===== config.mk =====
export PLATFORM = sky130hd
export DESIGN_NAME = i2cm_ctrl
export DESIGN_NICKNAME = d
export VERILOG_FILES = /design/src/rtl/i2cm_pkg.sv /design/src/rtl/i2cm_line_mon.sv /design/src/rtl/i2cm_rate_gen.sv /design/src/rtl/i2cm_ctrl.sv
export SDC_FILE = /design/constraint.sdc
export NUM_CORES = 1
export LEC_CHECK = 0
export ABC_AREA = 1
export CAP_MARGIN = 15
export CORE_MARGIN = 2
export CORE_UTILIZATION = 56
export CTS_CLUSTER_DIAMETER = 120
export DETAILED_ROUTE_END_ITERATION = 8
export PLACE_DENSITY = 0.76
export SYNTH_ARGS = -nofsm -noshare
export SYNTH_HDL_FRONTEND = slang
export SYNTH_HIERARCHICAL = 1
export SYNTH_SLANG_ARGS = --single-unit
export TNS_END_PERCENT = 5

===== constraint.sdc =====
create_clock -name clk -period 3.6 [get_ports clk]
set_input_delay 0.36 -clock clk [delete_from_list [all_inputs] [get_ports clk]]
set_output_delay 0.36 -clock clk [all_outputs]
set_load 0.02 [all_outputs]

===== src/rtl/i2cm_pkg.sv =====
package i2cm_pkg;
  localparam int BYTE_W = 8;
  localparam int SEL_W  = 3;

  localparam logic [2:0] REG_CTRL = 3'd0;
  localparam logic [2:0] REG_STAT = 3'd1;
  localparam logic [2:0] REG_AD1  = 3'd2;
  localparam logic [2:0] REG_AD2  = 3'd3;
  localparam logic [2:0] REG_DATA = 3'd4;
  localparam logic [2:0] REG_CMD  = 3'd5;

  localparam int CTL_EN   = 7;
  localparam int CTL_MST  = 6;
  localparam int CTL_ASEL = 5;
  localparam int CTL_ARB  = 4;
  localparam int CTL_BUSY = 3;

  localparam int CMD_RW   = 2;
  localparam int CMD_ACK  = 3;
  localparam int CMD_STOP = 4;

  localparam logic [1:0] K_NONE  = 2'b00;
  localparam logic [1:0] K_START = 2'b01;
  localparam logic [1:0] K_WRITE = 2'b10;
  localparam logic [1:0] K_READ  = 2'b11;

  typedef enum logic [3:0] {
    ST_IDLE, ST_WAIT, ST_RS, ST_SA, ST_SB, ST_LO, ST_HI,
    ST_ALO, ST_AHI, ST_PLO, ST_PHI, ST_PEND
  } state_t;
endpackage


===== src/rtl/i2cm_line_mon.sv =====
module i2cm_line_mon #(
  parameter int SYNC_STAGES = 2
) (
  input  logic clk,
  input  logic rst_n,
  input  logic scl_in,
  input  logic sda_in,
  output logic sda_s,
  output logic busy
);
  localparam int LINES = 2;
  logic [LINES-1:0] raw;
  logic [LINES-1:0] sync_q [SYNC_STAGES];
  logic [LINES-1:0] prev_q;
  logic scl_now, sda_now, start_ev, stop_ev;

  assign raw = {scl_in, sda_in};

  for (genvar g = 0; g < SYNC_STAGES; g++) begin : g_sync
    always_ff @(posedge clk or negedge rst_n) begin
      if (!rst_n) sync_q[g] <= '1;
      else if (g == 0) sync_q[g] <= raw;
      else sync_q[g] <= sync_q[(g == 0) ? 0 : g-1];
    end
  end

  assign scl_now  = sync_q[SYNC_STAGES-1][1];
  assign sda_now  = sync_q[SYNC_STAGES-1][0];
  assign start_ev = scl_now & prev_q[1] & prev_q[0] & ~sda_now;
  assign stop_ev  = scl_now & prev_q[1] & ~prev_q[0] & sda_now;
  assign sda_s    = sda_now;

  always_ff @(posedge clk or negedge rst_n) begin
    if (!rst_n) begin
      prev_q <= '1;
      busy   <= 1'b0;
    end else begin
      prev_q <= sync_q[SYNC_STAGES-1];
      if (start_ev) busy <= 1'b1;
      else if (stop_ev) busy <= 1'b0;
    end
  end

  p_busy_set_r7: assert property (@(posedge clk) disable iff (!rst_n)
    start_ev |=> busy);
  p_busy_clear_r7: assert property (@(posedge clk) disable iff (!rst_n)
    stop_ev |=> !busy);
endmodule


===== src/rtl/i2cm_rate_gen.sv =====
module i2cm_rate_gen #(
  parameter int FAST_HALF = 25,
  parameter int SEL_W     = 3
) (
  input  logic             clk,
  input  logic             rst_n,
  input  logic             run,
  input  logic [SEL_W-1:0] sel,
  output logic             tick
);
  localparam int SEL_MAX = (1 << SEL_W) - 1;
  localparam int CNT_W   = $clog2(FAST_HALF + 1) + SEL_MAX;

  logic [CNT_W-1:0] half, cnt_q;

  assign half = CNT_W'(FAST_HALF) << (SEL_W'(SEL_MAX) - sel);
  assign tick = run && (cnt_q == '0);

  always_ff @(posedge clk or negedge rst_n) begin
    if (!rst_n) cnt_q <= '0;
    else if (!run || cnt_q == '0) cnt_q <= half - 1'b1;
    else cnt_q <= cnt_q - 1'b1;
  end

  p_tick_gap_r10: assert property (@(posedge clk) disable iff (!rst_n)
    tick |=> !tick);
endmodule


===== src/rtl/i2cm_ctrl.sv =====
module i2cm_ctrl import i2cm_pkg::*; #(
  parameter int         FAST_HALF = 25,
  parameter logic [7:0] AD1_RST   = 8'hA0,
  parameter logic [7:0] AD2_RST   = 8'h60
) (
  input  logic       clk,
  input  logic       rst_n,
  input  logic [2:0] reg_addr,
  input  logic       reg_wr,
  input  logic [7:0] reg_wdata,
  output logic [7:0] reg_rdata,
  input  logic       scl_in,
  input  logic       sda_in,
  output logic       scl_oe,
  output logic       sda_oe,
  output logic       irq
);
  localparam int BIT_W = $clog2(BYTE_W);

  logic [7:0] ctrl_q, ad1_q, ad2_q, data_q, sh_q;
  logic [6:0] sel_addr;
  logic f_done, f_arb, f_rx, f_tx, rxak_q, txak_q;
  logic own_q, tx_q, stop_q, ack_q;
  logic [BIT_W-1:0] bit_q;
  state_t st_q;
  logic sda_s, busy, tick, run, master_on, cmd_wr, sta_wr;
  logic scl_drv, sda_drv;

  i2cm_line_mon #(.SYNC_STAGES(2)) u_mon (
    .clk(clk), .rst_n(rst_n), .scl_in(scl_in), .sda_in(sda_in),
    .sda_s(sda_s), .busy(busy));

  i2cm_rate_gen #(.FAST_HALF(FAST_HALF), .SEL_W(SEL_W)) u_rate (
    .clk(clk), .rst_n(rst_n), .run(run), .sel(ctrl_q[SEL_W-1:0]), .tick(tick));

  assign master_on = ctrl_q[CTL_EN] & ctrl_q[CTL_MST];
  assign run       = (st_q != ST_IDLE) && (st_q != ST_WAIT);
  assign cmd_wr    = reg_wr && (reg_addr == REG_CMD) && master_on && (st_q == ST_IDLE);
  assign sta_wr    = reg_wr && (reg_addr == REG_STAT);
  assign sel_addr  = ctrl_q[CTL_ASEL] ? ad2_q[7:1] : ad1_q[7:1];
  assign irq       = f_done | f_arb | f_rx | f_tx;

  always_comb begin
    unique case (reg_addr)
      REG_CTRL: reg_rdata = ctrl_q;
      REG_STAT: reg_rdata = {f_done, f_arb, f_rx, f_tx, 1'b0, rxak_q, txak_q, busy};
      REG_AD1:  reg_rdata = ad1_q;
      REG_AD2:  reg_rdata = ad2_q;
      REG_DATA: reg_rdata = data_q;
      default:  reg_rdata = 8'h00;
    endcase
  end

  always_comb begin
    scl_drv = 1'b0;
    sda_drv = 1'b0;
    unique case (st_q)
      ST_IDLE, ST_WAIT: scl_drv = own_q;
      ST_RS:  scl_drv = 1'b1;
      ST_SB:  sda_drv = 1'b1;
      ST_LO:  begin scl_drv = 1'b1; sda_drv = tx_q & ~sh_q[7]; end
      ST_HI:  sda_drv = tx_q & ~sh_q[7];
      ST_ALO: begin scl_drv = 1'b1; sda_drv = ~tx_q & ~ack_q; end
      ST_AHI: sda_drv = ~tx_q & ~ack_q;
      ST_PLO: begin scl_drv = 1'b1; sda_drv = 1'b1; end
      ST_PHI: sda_drv = 1'b1;
      default: ;
    endcase
  end

  assign scl_oe = master_on & scl_drv;
  assign sda_oe = master_on & sda_drv;

  always_ff @(posedge clk or negedge rst_n) begin
    if (!rst_n) begin
      ctrl_q <= 8'h04; ad1_q <= AD1_RST; ad2_q <= AD2_RST; data_q <= 8'h00;
      f_done <= 1'b0; f_arb <= 1'b0; f_rx <= 1'b0; f_tx <= 1'b0;
      rxak_q <= 1'b0; txak_q <= 1'b0; own_q <= 1'b0; tx_q <= 1'b0;
      stop_q <= 1'b0; ack_q <= 1'b0; bit_q <= '0; sh_q <= '0; st_q <= ST_IDLE;
    end else begin
      if (reg_wr && reg_addr == REG_CTRL) ctrl_q <= reg_wdata;
      if (reg_wr && reg_addr == REG_AD1)  ad1_q  <= reg_wdata;
      if (reg_wr && reg_addr == REG_AD2)  ad2_q  <= reg_wdata;
      if (reg_wr && reg_addr == REG_DATA) data_q <= reg_wdata;
      if (sta_wr) begin
        f_done <= f_done & ~reg_wdata[7];
        f_arb  <= f_arb  & ~reg_wdata[6];
        f_rx   <= f_rx   & ~reg_wdata[5];
        f_tx   <= f_tx   & ~reg_wdata[4];
      end
      if (!master_on) begin
        st_q  <= ST_IDLE;
        own_q <= 1'b0;
      end else begin
        unique case (st_q)
          ST_IDLE: if (cmd_wr) begin
            stop_q <= reg_wdata[CMD_STOP];
            ack_q  <= reg_wdata[CMD_ACK];
            bit_q  <= '0;
            unique case (reg_wdata[1:0])
              K_START: begin
                tx_q <= 1'b1;
                sh_q <= {sel_addr, reg_wdata[CMD_RW]};
                st_q <= own_q ? ST_RS : (ctrl_q[CTL_BUSY] && busy) ? ST_WAIT : ST_SA;
              end
              K_WRITE: if (own_q) begin tx_q <= 1'b1; sh_q <= data_q; st_q <= ST_LO; end
              K_READ:  if (own_q) begin tx_q <= 1'b0; st_q <= ST_LO; end
              default: if (own_q && reg_wdata[CMD_STOP]) st_q <= ST_PLO;
            endcase
          end
          ST_WAIT: if (!busy) st_q <= ST_SA;
          ST_RS:   if (tick) st_q <= ST_SA;
          ST_SA:   if (tick) st_q <= ST_SB;
          ST_SB:   if (tick) begin st_q <= ST_LO; own_q <= 1'b1; end
          ST_LO:   if (tick) st_q <= ST_HI;
          ST_HI:   if (tick) begin
            if (tx_q && ctrl_q[CTL_ARB] && sh_q[7] && !sda_s) begin
              f_arb <= 1'b1; own_q <= 1'b0; st_q <= ST_IDLE;
            end else begin
              sh_q  <= {sh_q[6:0], sda_s};
              bit_q <= bit_q + 1'b1;
              st_q  <= (bit_q == BIT_W'(BYTE_W-1)) ? ST_ALO : ST_LO;
            end
          end
          ST_ALO:  if (tick) st_q <= ST_AHI;
          ST_AHI:  if (tick) begin
            f_done <= 1'b1;
            if (tx_q) begin rxak_q <= sda_s; f_tx <= 1'b1; end
            else begin data_q <= sh_q; txak_q <= ack_q; f_rx <= 1'b1; end
            st_q <= stop_q ? ST_PLO : ST_IDLE;
          end
          ST_PLO:  if (tick) st_q <= ST_PHI;
          ST_PHI:  if (tick) st_q <= ST_PEND;
          ST_PEND: if (tick) begin st_q <= ST_IDLE; own_q <= 1'b0; f_done <= 1'b1; end
          default: st_q <= ST_IDLE;
        endcase
      end
    end
  end

  p_wait_busy_r7: assert property (@(posedge clk) disable iff (!rst_n)
    (st_q == ST_WAIT) |-> $past(busy));
  p_arb_free_r8: assert property (@(posedge clk) disable iff (!rst_n)
    $rose(f_arb) |-> (!scl_oe && !sda_oe));
  p_sda_hold_r3: assert property (@(posedge clk) disable iff (!rst_n)
    (st_q == ST_HI && $past(st_q) == ST_HI && master_on && $past(master_on)) |-> $stable(sda_oe));
  p_stop_end_r5: assert property (@(posedge clk) disable iff (!rst_n)
    (st_q == ST_PEND) |-> (!scl_oe && !sda_oe));
endmodule


### Word level (Yosys, flattened, before mapping)

Cells that the tools add are included.

* register bits after elaboration: 76
* input port bits: 16

* reductions and logical operators: 40
* muxes and demuxes: 72
* bitwise logic cells: 26
* equal/unequal tests: 44
* add/sub/neg operators: 4
* shift-type cells: 1

Operators by type and width (count)
* two-way mux 8 bit: 9
* two-way mux 4 bit: 16
* one-hot mux 4 bit (12 select lines): 1
* inequality test 3 bit (second input constant): 14
* one-hot mux 8 bit (5 select lines): 1
* one-hot mux 8 bit (2 select lines): 2
* two-way mux 1 bit: 28
* subtractor 12 x 1 -> 12 bit (second input constant): 2
* == test 4 x 3 -> 1 bit (second input constant): 4
* == test 4 bit (second input constant): 4
* logical AND 1 bit: 15
* bitwise AND 1 bit: 14
* AND reduction 14 bit: 1
* logical NOT 12 bit: 1
* two-way mux 12 bit: 1
* two-way mux 3 bit: 4
* left shift 5 x 3 -> 12 bit (first input constant): 1
* inequality test 2 bit (second input constant): 5
* AND reduction 5 bit: 2
* OR reduction 2 bit: 5
* == test 3 bit (second input constant): 3
* NOT 1 bit: 9
* one-hot mux 1 bit (3 select lines): 3
* == test 4 x 2 -> 1 bit (second input constant): 2
* other kinds (30): 40

### Longest topological paths before layout

Gate-level depths: netlist (run 1).

* depth in word-level cells: 7
* gate-level depth with buffers: 14
* mapped depth without buffers: 13

### Hierarchy

The synthesis (run 1) kept the hierarchy.

By module, submodules not included
* i2cm_ctrl: area each 3250.6 um^2, seq. area each 1432.6 um^2, instances 1, cells each 446
* i2cm_rate_gen: area each 953.4 um^2, seq. area each 300.3 um^2, instances 1, cells each 141
* i2cm_line_mon: area each 220.2 um^2, seq. area each 182.7 um^2, instances 1, cells each 16

### Worst setup path before layout (run 1)

No wires, ideal clock.

* path type: register to register
* start: reg st_q[2]
* end: reg sh_q[3]
* stages on the path, launching flop included: 13
* buffers on the path: 1
* setup time: 0.117 ns
* clock period less this slack: 2.023 ns
* data required time: 3.483 ns
* arrival: 1.907 ns
* path slack: 1.577 ns
* cells stage by stage: dfrtp_1 > nor2_2 > nand2_1 > buf_1 > inv_1 > nor2_1 > inv_1 > nor2_2 > nand2_1 > o21ai_2 > nand3_2 > nand2_1 > nand2_1

* word-level cells in the longest chain between the ends: 5
* elaborated cells on any way between the ends: 15
* classes of those cells: 7 x eq/ne; 1 x mux; 7 x reduce/logical

RTL lines
* start: declaration: line i2cm_ctrl.sv:25 `state_t st_q;`
* start signal: assignment: line i2cm_ctrl.sv:104 `st_q <= own_q ? ST_RS : (ctrl_q[CTL_BUSY] && busy) ? ST_WAIT : ST_SA;`
* start signal: assignment: line i2cm_ctrl.sv:122 `st_q <= (bit_q == BIT_W'(BYTE_W-1)) ? ST_ALO : ST_LO;`
* start signal: assignment: line i2cm_ctrl.sv:130 `st_q <= stop_q ? ST_PLO : ST_IDLE;`
* inequality test 4 x 1 -> 1 bit / nonzero test 4 bit (equally long branches): line i2cm_ctrl.sv:37 `assign run = (st_q != ST_IDLE) && (st_q != ST_WAIT);`
* logical AND 1 bit (*): line i2cm_ctrl.sv:37
* via run: line i2cm_ctrl.sv:26 `logic sda_s, busy, tick, run, master_on, cmd_wr, sta_wr;`
* logical AND 1 bit (*): line i2cm_rate_gen.sv:17 `assign tick = run && (cnt_q == '0);`
* via tick: line i2cm_ctrl.sv:26
* inequality test 2 bit (no source line) (*)
* AND reduction 7 bit (no source line) (*)
* end signal: assignment: line i2cm_ctrl.sv:103 `sh_q <= {sel_addr, reg_wdata[CMD_RW]};`
* end signal: assignment: line i2cm_ctrl.sv:120 `sh_q <= {sh_q[6:0], sda_s};`
* end: declaration: line i2cm_ctrl.sv:20 `logic [7:0] ctrl_q, ad1_q, ad2_q, data_q, sh_q;`

Mark *: on every way through the listed nets, which the timed path passes. The rest lies on a longest branch.
A chain may end at the register's enable or synchronous reset.

### Worst setup path in the final report (run 1)

* start: in reg_addr[0]
* end: out reg_rdata[4]

* word-level cells in the longest chain between the ends: 2
* elaborated cells on any way between the ends: 6
* classes of those cells: 4 x eq/ne; 1 x mux; 1 x reduce/logical

RTL lines
* start: declaration: line i2cm_ctrl.sv:8 `input logic [2:0] reg_addr,`
* == test 3 bit, or another cell as far along: line i2cm_ctrl.sv:44 `unique case (reg_addr)`
* one-hot mux 8 bit (5 select lines) (*): line i2cm_ctrl.sv:44
* end: declaration: line i2cm_ctrl.sv:11 `output logic [7:0] reg_rdata,`

Every way passes the cells marked *; elsewhere a longest branch is shown, timed or not.

==> run_results.csv, run 1 <==
group,metric,value,unit
sta,fin_skew,0.01564,ns
synth,synth_area_leader_cell,"dfrtp_1",
synth,synth.cells.most_frequent,"217 x nand2_1, 73 x inv_1, 66 x o21ai_0, 65 x dfrtp_1, 35 x nor2_1",
synth,synth_area_leaders,"dfrtp_1 37%, nand2_1 18%, o21ai_0 7.5%, dfstp_2 6.5%, inv_1 6.2%",
worst_setup_path,cp.required,3.24,ns
worst_setup_path,crit_family,"buffers and inverters",
power_and_ir_drop,power.density,542.3,nW/um^2
cells_and_area,drive_above_1_share,10.41,%
detailed_routing,routed_via_density,5.503,
synth,async_reset_ff_share,100.0,%
sta,fin_crit_sh,75.28,%
sta,hold_slack,0.1376,ns
synth,netlist_instances,603,
floorplanning,core,7687,sq um
grt,grt_pass1_wl,18940,um
clock_network,hold_buffers,0,
synth,netlist-cell-type-count,37,
grt,antenna_found_initial,0,
run_status,outcome,"completed",
grt,grt_max_degree,77,
power_and_ir_drop,vdd_drop_max,0.0002666,V
floorplanning,ios,27,
cells_and_area,fillCellCount,689,
floorplanning,dieWidth,92.89,um
job,drv_cap,0,
detailed_routing,drtIter0Drc,348,
clock_network,post_cts_resized,0,
placement,portBuffers,26,
detailed_routing,routed_wl,11070,um
detailed_routing,wl_per_cell,15.04,um
clock_network,htree_levels,3,
detailed_routing,num_vias,4050,
worst_setup_path,cp_max_fo,8,
cells_and_area,area_delta_synth_final,12.22,%
power_and_ir_drop,p_leak,2.490,nW
synth,synth_seq_area_share,43.30,%
worst_setup_path,critPathKind,"input pin to primary output",
synth,yosys_warnings,6,
worst_setup_path,critPathLaunchType,"input pin",
placement,placed_area,4741,sq um
worst_setup_path,slowest_delay,0.64,ns
synth,synth_area,4424,sq um
worst_setup_path,cp_num_buf_inv,2,
grt,overflow,0,
floorplanning,start_util,57.55,%
cells_and_area,n_antenna_cell,0,
cells_and_area,final_area,4965,sq um
worst_setup_path,cp.arrival,2.35,ns
synth,synth_top_flop_cell,"dfrtp_1",
clock_network,tritoncts,"built",
clock_network,root_buffer,"clkbuf_8",
sta,slew_headroom,36.04,%
sta,finalCriticalPeriod,2.710,ns
synth,synth_fp_nets,625,
worst_setup_path,path_cells,"clkdlybuf4s50_1 > nand2_1 > nor2_1 > nand2_1 > nand4_1 > clkdlybuf4s50_1",
detailed_routing,ant_nets,0,
sta,finalSetupTns,0,ns
worst_setup_path,cp-end-kind,"primary output",
cells_and_area,nets,651,
clock_network,cts_buffers,9,
sta,drv_slew,0,
hold_path,hp-class,"input pin to async pin",
power_and_ir_drop,finalPower,2.692,mW
synth,syn_avg_cell_area,7.337,sq um
sta,finalSetupViolations,0,
sta,rsz0062_at_grt,"false",
detailed_routing,firstDrtPassIters,5,
clock_network,cts.sinks,76,
clock_network,cts.path.max_buffers,2,
worst_setup_path,cpMaxStageDelayCell,"clkdlybuf4s50_1",
clock_network,clk_pin_slew_worst_paths,0.08,ns
synth,yosysMostFrequentCell,"nand2_1",
clock_network,cts_setup_buffers,0,
grt,grt_pass1_vias,3941,
placement,dpl.hpwl,8014,um
sta,fmax,369.0,MHz
sta,tightest_slew,0.9594,ns
clock_network,clock_latency,0.36,ns
synth,synth_top_area_share,36.76,%
grt,track_usage,28.01,%
floorplanning,dieArea,8628,sq um
floorplanning,die_h,92.89,um
placement,place.gp.congestion,0.8875,
synth,synth-seq-cells,76,
floorplanning,row_count,32,
detailed_routing,drc_errors,0,
sta,report.final.hold_viol_count,0,
synth,synth_edf_count,0,
[final timing paths]
kind                                                 from  cells past startpoint  slack, ns                         to
worst min-delay path                                rst_n                      1       0.14       ad1_q[6]$_DFFE_PN0P_
min in group clk                u_mon/sync_q[2]$_DFF_PN1_                      0       0.36      u_mon/sda_s$_DFF_PN1_
max in group asynchronous                           rst_n                      1       2.83  u_rate/cnt_q[9]$_DFF_PN0_
worst max register to register        st_q[2]$_DFFE_PN0P_                      9       1.23        data_q[1]$_DFF_PN0_
worst min register to register  u_mon/sync_q[2]$_DFF_PN1_                      0       0.36      u_mon/sda_s$_DFF_PN1_
worst max-delay path                          reg_addr[0]                      6       0.89               reg_rdata[4]
[routing by layer]
metal  track usage [%]  up-vias  wire (um)
met5                 0        -          0
met3             8.055       15        859
met2             42.39      143       4969
met1             39.09     1903       5037
li1                  -     1989          -
met4             8.701        0        201
[stage by stage]
stage	util [%]	worst slack, ns	cells
after floorplan	-	1.577	603
final	64.58	0.8898	736
after CTS	64.58	0.9035	736
after detailed placement	61.67	0.9078	720
after global placement	61.67	0.9807	720
after global routing	64.58	0.7298	736
[layout make-up]
type / count / area (sq um) / area share [%]
Inverter: 76 / 285.3 / 5.746
Tap cell: 102 / 127.6 / 2.571
Clock buffer: 9 / 123.9 / 2.495
Multi-Input combinational cell: 440 / 2155 / 43.40
Clock inverter: 7 / 100.1 / 2.016
Timing Repair Buffer: 26 / 257.7 / 5.192
Sequential cell: 76 / 1916 / 38.58
[sequential cells by signal (all words and copies together) (netlist names), 2 cells and up]
| name | flops |
|---|---|
| sh_q | 8 |
| u_mon/prev_q | 2 |
| bit_q | 3 |
| ad1_q | 8 |
| u_mon/sync_q | 2 |
| u_rate/cnt_q | 12 |
| data_q | 8 |
| ctrl_q | 8 |
| ad2_q | 8 |
| st_q | 4 |
[cells in the final DEF, fill, tap and decap left out]
cell,n
nand2_1,217
inv_1,73
o21ai_0,66
dfrtp_1,65
nor2_1,35
nand3_1,33
clkdlybuf4s50_1,25
o211ai_1,20
nand2_2,12
dfstp_2,11
clkbuf_8,9
nor2_2,8
nand4_1,8
ha_1,6
nand3b_1,5
a21oi_1,4
nand2_4,4
nor2_4,4
inv_2,3
clkinv_4,3
nand3b_2,2
nand3_2,2
bufinv_16,2
or2_1,2
xnor2_1,2
nor3_4,1
o22ai_1,1
or4_1,1
a41oi_1,1
o21ai_1,1
o21ai_2,1
o31ai_1,1
nor3_1,1
nor2_8,1
a22oi_1,1
inv_6,1
clkinv_2,1
buf_4,1
[power by group]
part / switching [mW] / internal [mW]
combinational: 0.521 / 0.291
sequential: 0.120 / 1.02
clock: 0.344 / 0.395
total: 0.985 / 1.71
[cells by family (layout without fill, tap and decap cells)]
| kind of cell | count (synthesis) | after routing | share of synthesized area, % |
|---|---|---|---|
| compound gates | 96 | 96 | 12.30 |
| buf+inv | 87 | 118 | 8.003 |
| flops | 76 | 76 | 43.30 |
| simple gates | 336 | 336 | 34.30 |
| fa+ha+maj | 6 | 6 | 1.697 |
| xor+xnor | 2 | 2 | 0.3960 |
Power figures use the tool's default switching activity.
==> run 2, diff against run 1 <==
Settings changed: CORE_UTILIZATION 56 to 54.
Clock period 3.6 ns to 2.45 ns, I/O delays scaled along.
==> run 2 against run 1 <==
Net effect:
- setup slack got worse by 0.76 ns
- design area rose by 0.73%
- sequential share of layout area fell by 0.28 points
- clock power rose by 37%
- sequential power rose by 47%
- count of clock-buffer cells in the layout rose by 1
- global-route usage fell by 0.69 points
- largest power group unchanged
- worst hold slack got worse by 0.11 ns
- highest routed layer unchanged
- non-clock buffer count rose by 4
- via count rose by 1.3%
==> run_results.csv, run 2 (synthesis results as in run 1) <==
group,metric,value,unit
run_status,outcome,"completed",
worst_setup_path,cpMaxStageDelayCell,"clkdlybuf4s50_1",
worst_setup_path,r2r_slack,0.38,ns
sta,slew_headroom,36.32,%
clock_network,clock_latency,0.36,ns
power_and_ir_drop,cell_internal_pwr,2.435,mW
cells_and_area,fillCellCount,743,
sta,drv_slew,0,
grt,overflow,0,
power_and_ir_drop,power_switching,1.467,mW
clock_network,htree_levels,3,
placement,place.gp.congestion,0.9737,
clock_network,tritoncts,"built",
grt,grt_max_degree,77,
clock_network,cts.path.max_buffers,2,
clock_network,cts_buffers,9,
grt,grt_pass1_wl,18850,um
grt,antenna_found_initial,0,
worst_setup_path,path_cells,"clkdlybuf4s50_1 > nor2_1 > nand2_2 > o22ai_1 > a21oi_1 > nand2_1 > clkdlybuf4s50_1",
placement,portBuffers,26,
sta,finalSetupViolations,0,
power_and_ir_drop,p_sw_share,37.59,%
cells_and_area,largest_register_ffs,12,
detailed_routing,firstDrtPassIters,5,
hold_path,hp-class,"input pin to async pin",
cells_and_area,n_antenna_cell,0,
worst_setup_path,r2r_cells,11,
floorplanning,row_count,33,
worst_setup_path,cp.arrival,2.08,ns
worst_setup_path,slowest_delay,0.61,ns
sta,finalCriticalPeriod,2.322,ns
worst_setup_path,reg2reg_from,"u_rate/cnt_q[3]$_DFF_PN0_",
worst_setup_path,cp-end-kind,"primary output",
detailed_routing,drc_errors,0,
grt,track_usage,27.33,%
cells_and_area,drive_above_1_share,11.13,%
detailed_routing,drtIter0Drc,331,
detailed_routing,wl_per_cell,15.20,um
floorplanning,core,8093,sq um
floorplanning,ios,27,
cells_and_area,mostFrequentLayoutCells,"216 x nand2_1, 73 x inv_1, 66 x o21ai_0, 65 x dfrtp_1, 35 x nor2_1",
worst_setup_path,crit_family,"buffers and inverters",
detailed_routing,num_vias,4101,
worst_setup_path,reg2reg_to,"sh_q[1]$_DFFE_PN0P_",
floorplanning,dieArea,8933,sq um
floorplanning,die_h,94.52,um
power_and_ir_drop,vdd_drop_max,0.0003650,V
power_and_ir_drop,clockPowerShare,25.9,%
sta,report.final.hold_viol_count,0,
detailed_routing,routed_via_density,5.520,
clock_network,root_buffer,"clkbuf_8",
worst_setup_path,critPathKind,"input pin to primary output",
cells_and_area,top_register,"u_rate/cnt_q",
cells_and_area,area_delta_synth_final,13.04,%
worst_setup_path,cp_max_fo,8,
worst_setup_path,cp_num_buf_inv,2,
worst_setup_path,cp.required,2.20,ns
floorplanning,start_util,54.67,%
sta,tightest_slew,0.9552,ns
detailed_routing,ant_nets,0,
power_and_ir_drop,power.density,780.2,nW/um^2
clock_network,cts_setup_buffers,0,
grt,grt_pass1_vias,3932,
power_and_ir_drop,seq_power_share,43.0,%
floorplanning,dieWidth,94.52,um
sta,fin_skew,0.01370,ns
sta,fin_crit_sh,94.76,%
sta,finalSetupTns,0,ns
cells_and_area,nets,655,
clock_network,cts.sinks,76,
detailed_routing,routed_wl,11290,um
placement,dpl.hpwl,8236,um
power_and_ir_drop,p_leak,2.600,nW
clock_network,clk_pin_slew_worst_paths,0.08,ns
placement,placed_area,4775,sq um
cells_and_area,final_area,5001,sq um
sta,fmax,430.7,MHz
worst_setup_path,critPathLaunchType,"input pin",
worst_setup_path,crit_top_cell,"clkdlybuf4s50_1",
sta,rsz0062_at_grt,"false",
power_and_ir_drop,comb_power_share,31.1,%
job,drv_cap,0,
cells_and_area,layout_commonest_cell,"nand2_1",
[run 2: changes by cell type in the layout (fill, tap and decap cells not counted), sizes merged]
cell	previous run	this run
buf	1	5
bufinv	2	1
clkbuf	9	10
clkdlybuf4s15	0	1
clkdlybuf4s50	25	16
clkinv	4	0
clkinvlp	0	3
dlygate4sd2	0	1
dlymetal6s2s	0	7
inv	77	78
[run 2: worst max-delay path by stage]
stage,start,to,cells past startpoint
floorplan,st_q[2]$_DFFE_PN0P_,sh_q[3]$_DFFE_PN0P_,12
global placement,reg_addr[1],reg_rdata[7],10
detailed placement,reg_addr[0],reg_rdata[3],7
CTS,reg_addr[0],reg_rdata[3],7
global route,st_q[3]$_DFFE_PN0P_,sda_oe,10
finish,reg_addr[0],reg_rdata[3],7
[run 2: final cells by class]
cell class	instances	area [sq um]	area share [%]
inverters	76	285.3	5.704
repair buffers	30	304.0	6.080
well taps	105	131.4	2.627
multi-input cells	440	2157	43.13
clock buffers	10	137.6	2.752
flip-flops and latches	76	1916	38.30
clock inverters	6	70.07	1.401
[run 2: worst reg2reg max path, cell delays in order (launching register included)]
cell     delay, ns
dfrtp_1       0.38
or2_1         0.23
nor2_2        0.12
nand2_2       0.08
nor2_1        0.17
inv_1         0.07
nor2_2        0.21
nand2_1       0.15
o21ai_2       0.16
nand3_2       0.23
nand2_1       0.12
nand2_1       0.06
[run 2: stage by stage]
stage	hold WS (ns)	setup slack [ns]	instances	utilization [%]	power [mW]
after floorplan	-0.05059	0.4268	603	-	2.527
after global placement	0.3500	0.1520	727	59.00	2.849
after detailed placement	0.3497	0.09583	727	59.00	2.888
after CTS	0.06809	0.09341	743	61.53	3.902
after global routing	0.1151	0.01616	743	61.80	4.147
final	0.02966	0.1283	743	61.80	3.902
[run 2: power by group through the flow]
stage                     Sequential, mW  Combinational [mW]  Clock (mW)
after detailed placement            1.69                1.20           0
final                               1.68                1.21        1.01
after global routing                1.70                1.38        1.07
after floorplan                     1.63               0.895           0
after CTS                           1.67                1.20        1.03
after global placement              1.69                1.16           0
[run 2: repair_timing]
action	CTS	global route
resized for setup	2	9
hold buffers	0	0
setup endpoints to repair	2	9
[run 2: routing by layer]
| layer | vias up | share of wire [%] | global-route usage [%] |
|---|---|---|---|
| met4 | 0 | 1.5 | 7.488 |
| met3 | 19 | 7.5 | 4.868 |
| met2 | 165 | 46 | 43.21 |
| met1 | 1928 | 45 | 38.82 |
| met5 | - | 0 | 0 |
| li1 | 1989 | - | - |
==> run 3, diff against run 2 <==
Settings changed: CORE_UTILIZATION 54 to 25, PLACE_DENSITY 0.76 to default.
==> run 3 against run 2 <==
Net effect:
- cell count is 17% higher
- routed wire length is 3.8% higher
- setup slack better by 0.035 ns
- clock power is 35% higher
- design area is 6.1% higher
- largest power group unchanged
- largest cell class unchanged
- via count is 4.3% lower
- utilization is 31 points lower
- critical path type unchanged
- worst hold slack better by 0.29 ns
==> run_results.csv, run 3 (synthesis results as in run 1) <==
group,metric,value,unit
grt,grt_pass1_wl,19330,um
cells_and_area,regArea,1916,sq um
clock_network,cts.path.max_buffers,2,
clock_network,clock_latency,0.34,ns
grt,track_usage,13.40,%
clock_network,htree_levels,3,
worst_setup_path,critPathKind,"input pin to primary output",
floorplanning,start_util,25.58,%
detailed_routing,ant_nets,0,
worst_setup_path,r2r_slack,0.37,ns
detailed_routing,wl_per_cell,13.48,um
clock_network,tritoncts,"built",
hold_path,holdPathEnd,"u_mon/sync_q[2]$_DFF_PN1_",
sta,slew_headroom,58.99,%
cells_and_area,fillCellCount,1889,
power_and_ir_drop,p_leak,2.688,nW
clock_network,root_buffer,"clkbuf_16",
power_and_ir_drop,vdd_drop_max,0.0003649,V
clock_network,cts.sinks,76,
worst_setup_path,crit_start,"reg_addr[2]",
sta,fin_crit_sh,93.32,%
grt,overflow,0,
hold_path,hold_depth,1,
detailed_routing,routed_wl,11720,um
power_and_ir_drop,p_sw_share,34.39,%
cells_and_area,largest_register_ffs,12,
cells_and_area,top_register,"u_rate/cnt_q",
cells_and_area,layout_commonest_cell,"nand2_1",
worst_setup_path,cp_max_fo,9,
clock_network,cts_buffers,9,
worst_setup_path,cp-end-kind,"primary output",
placement,place.gp.congestion,0.8923,
cells_and_area,multi_input_area,2155,sq um
sta,hold_slack,0.3220,ns
floorplanning,dieArea,18780,sq um
clock_network,clk_pin_slew_worst_paths,0.06,ns
sta,finalCriticalPeriod,2.286,ns
cells_and_area,drive_above_1_share,11.49,%
power_and_ir_drop,cell_internal_pwr,2.783,mW
floorplanning,core,17300,sq um
power_and_ir_drop,power_switching,1.459,mW
floorplanning,ios,27,
placement,dpl.hpwl,8787,um
run_status,outcome,"completed",
sta,report.final.hold_viol_count,0,
worst_setup_path,cp.required,2.20,ns
cells_and_area,area_delta_synth_final,19.88,%
detailed_routing,firstDrtPassIters,5,
detailed_routing,routed_via_density,4.516,
cells_and_area,final_area,5304,sq um
sta,finalSetupTns,0,ns
sta,tightest_slew,0.6151,ns
cells_and_area,mostFrequentLayoutCells,"217 x nand2_1, 73 x inv_1, 66 x o21ai_0, 65 x dfrtp_1, 35 x nor2_1",
sta,drv_slew,0,
worst_setup_path,cp.arrival,2.04,ns
sta,finalSetupViolations,0,
hold_path,hp-class,"input pin to flip-flop",
power_and_ir_drop,power.density,799.8,nW/um^2
detailed_routing,num_vias,3924,
placement,portBuffers,26,
worst_setup_path,reg2reg_from,"u_rate/cnt_q[3]$_DFF_PN0_",
placement,placed_area,4975,sq um
grt,antenna_found_initial,0,
power_and_ir_drop,seq_power_share,39.6,%
hold_path,min_from,"sda_in",
sta,rsz0062_at_grt,"false",
sta,fin_skew,0.004390,ns
floorplanning,die_h,137.0,um
power_and_ir_drop,clockPowerShare,32.0,%
sta,fmax,437.4,MHz
power_and_ir_drop,comb_power_share,28.4,%
grt,grt_pass1_vias,3764,
worst_setup_path,reg2reg_to,"data_q[7]$_DFF_PN0_",
cells_and_area,n_antenna_cell,0,
worst_setup_path,critPathLaunchType,"input pin",
worst_setup_path,r2r_cells,9,
detailed_routing,drc_errors,0,
grt,grt_max_degree,46,
clock_network,cts_setup_buffers,0,
cells_and_area,nets,661,
job,drv_cap,0,
power_and_ir_drop,finalPower,4.242,mW
floorplanning,row_count,48,
floorplanning,dieWidth,137.0,um
detailed_routing,drtIter0Drc,279,
==> run 3: cell count changes in the layout (fill, tap and decap cells not counted), sizes merged <==
cell	delta
inv	-2
dlygate4sd3	+1
clkinv	+2
buf	+5
clkbuf	+2
clkinvlp	-2
clkdlybuf4s15	-1
dlygate4sd2	+1
==> run 3: how the worst max path moves through the flow <==
stage                               end  slack [ns]
finish                     reg_rdata[3]        0.16
global route                     sda_oe        0.03
CTS                        reg_rdata[2]        0.08
detailed placement         reg_rdata[2]        0.08
global placement           reg_rdata[0]        0.11
floorplan           sh_q[3]$_DFFE_PN0P_        0.43
==> run 3: metal layers <==
layer  vias up  part of all wire (%)  routed length, um  track usage, %
li1       1999                     -                  -               -
met1      1830                    48               5613           18.59
met2        85                    46               5346           21.06
met3        10                   5.1                592           2.741
met4         0                   1.4                164           3.780
met5         -                     0                  0               0
==> run 3: worst max-delay path, cell delays in order <==
cell             delay, ns
clkdlybuf4s50_1       0.54
nor3_4                0.46
nand2_1               0.10
nand2_1               0.10
clkdlybuf4s50_1       0.60
==> run 3: area by class of cell <==
class	count	area share, %
Clock buffer	12	4.836
Clock inverter	4	0.8964
Inverter	76	5.379
Multi-Input combinational cell	440	40.62
Sequential cell	76	36.12
Tap cell	225	5.308
Timing Repair Buffer	36	6.841
==> run 3: power by group through the flow <==
| stage | Clock (mW) | Sequential [mW] | Combinational (mW) |
|---|---|---|---|
| 6_report | 1.36 | 1.68 | 1.20 |
| 5_1_grt | 1.43 | 1.71 | 1.38 |
| 4_1_cts | 1.39 | 1.68 | 1.22 |
| 3_5_place_dp | 0 | 1.70 | 1.21 |
| 3_3_place_gp | 0 | 1.69 | 1.19 |
| 2_1_floorplan | 0 | 1.63 | 0.895 |
==> run 3: timing repair <==
action | 4_1_cts | 5_1_grt
gates resized for setup | 2 | 7
hold buffers | 1 | 0
hold endpoints to repair | 38 | 0
setup endpoints to repair | 2 | 7
==> run 3: through the flow <==
| stage | std cells | utilization, % | setup WS (ns) |
|---|---|---|---|
| floorplan | 603 | - | 0.4268 |
| global placement | 852 | 28.76 | 0.1080 |
| detailed placement | 852 | 28.76 | 0.08272 |
| CTS | 869 | 30.56 | 0.07585 |
| global route | 869 | 30.66 | 0.02585 |
| finish | 869 | 30.66 | 0.1636 |
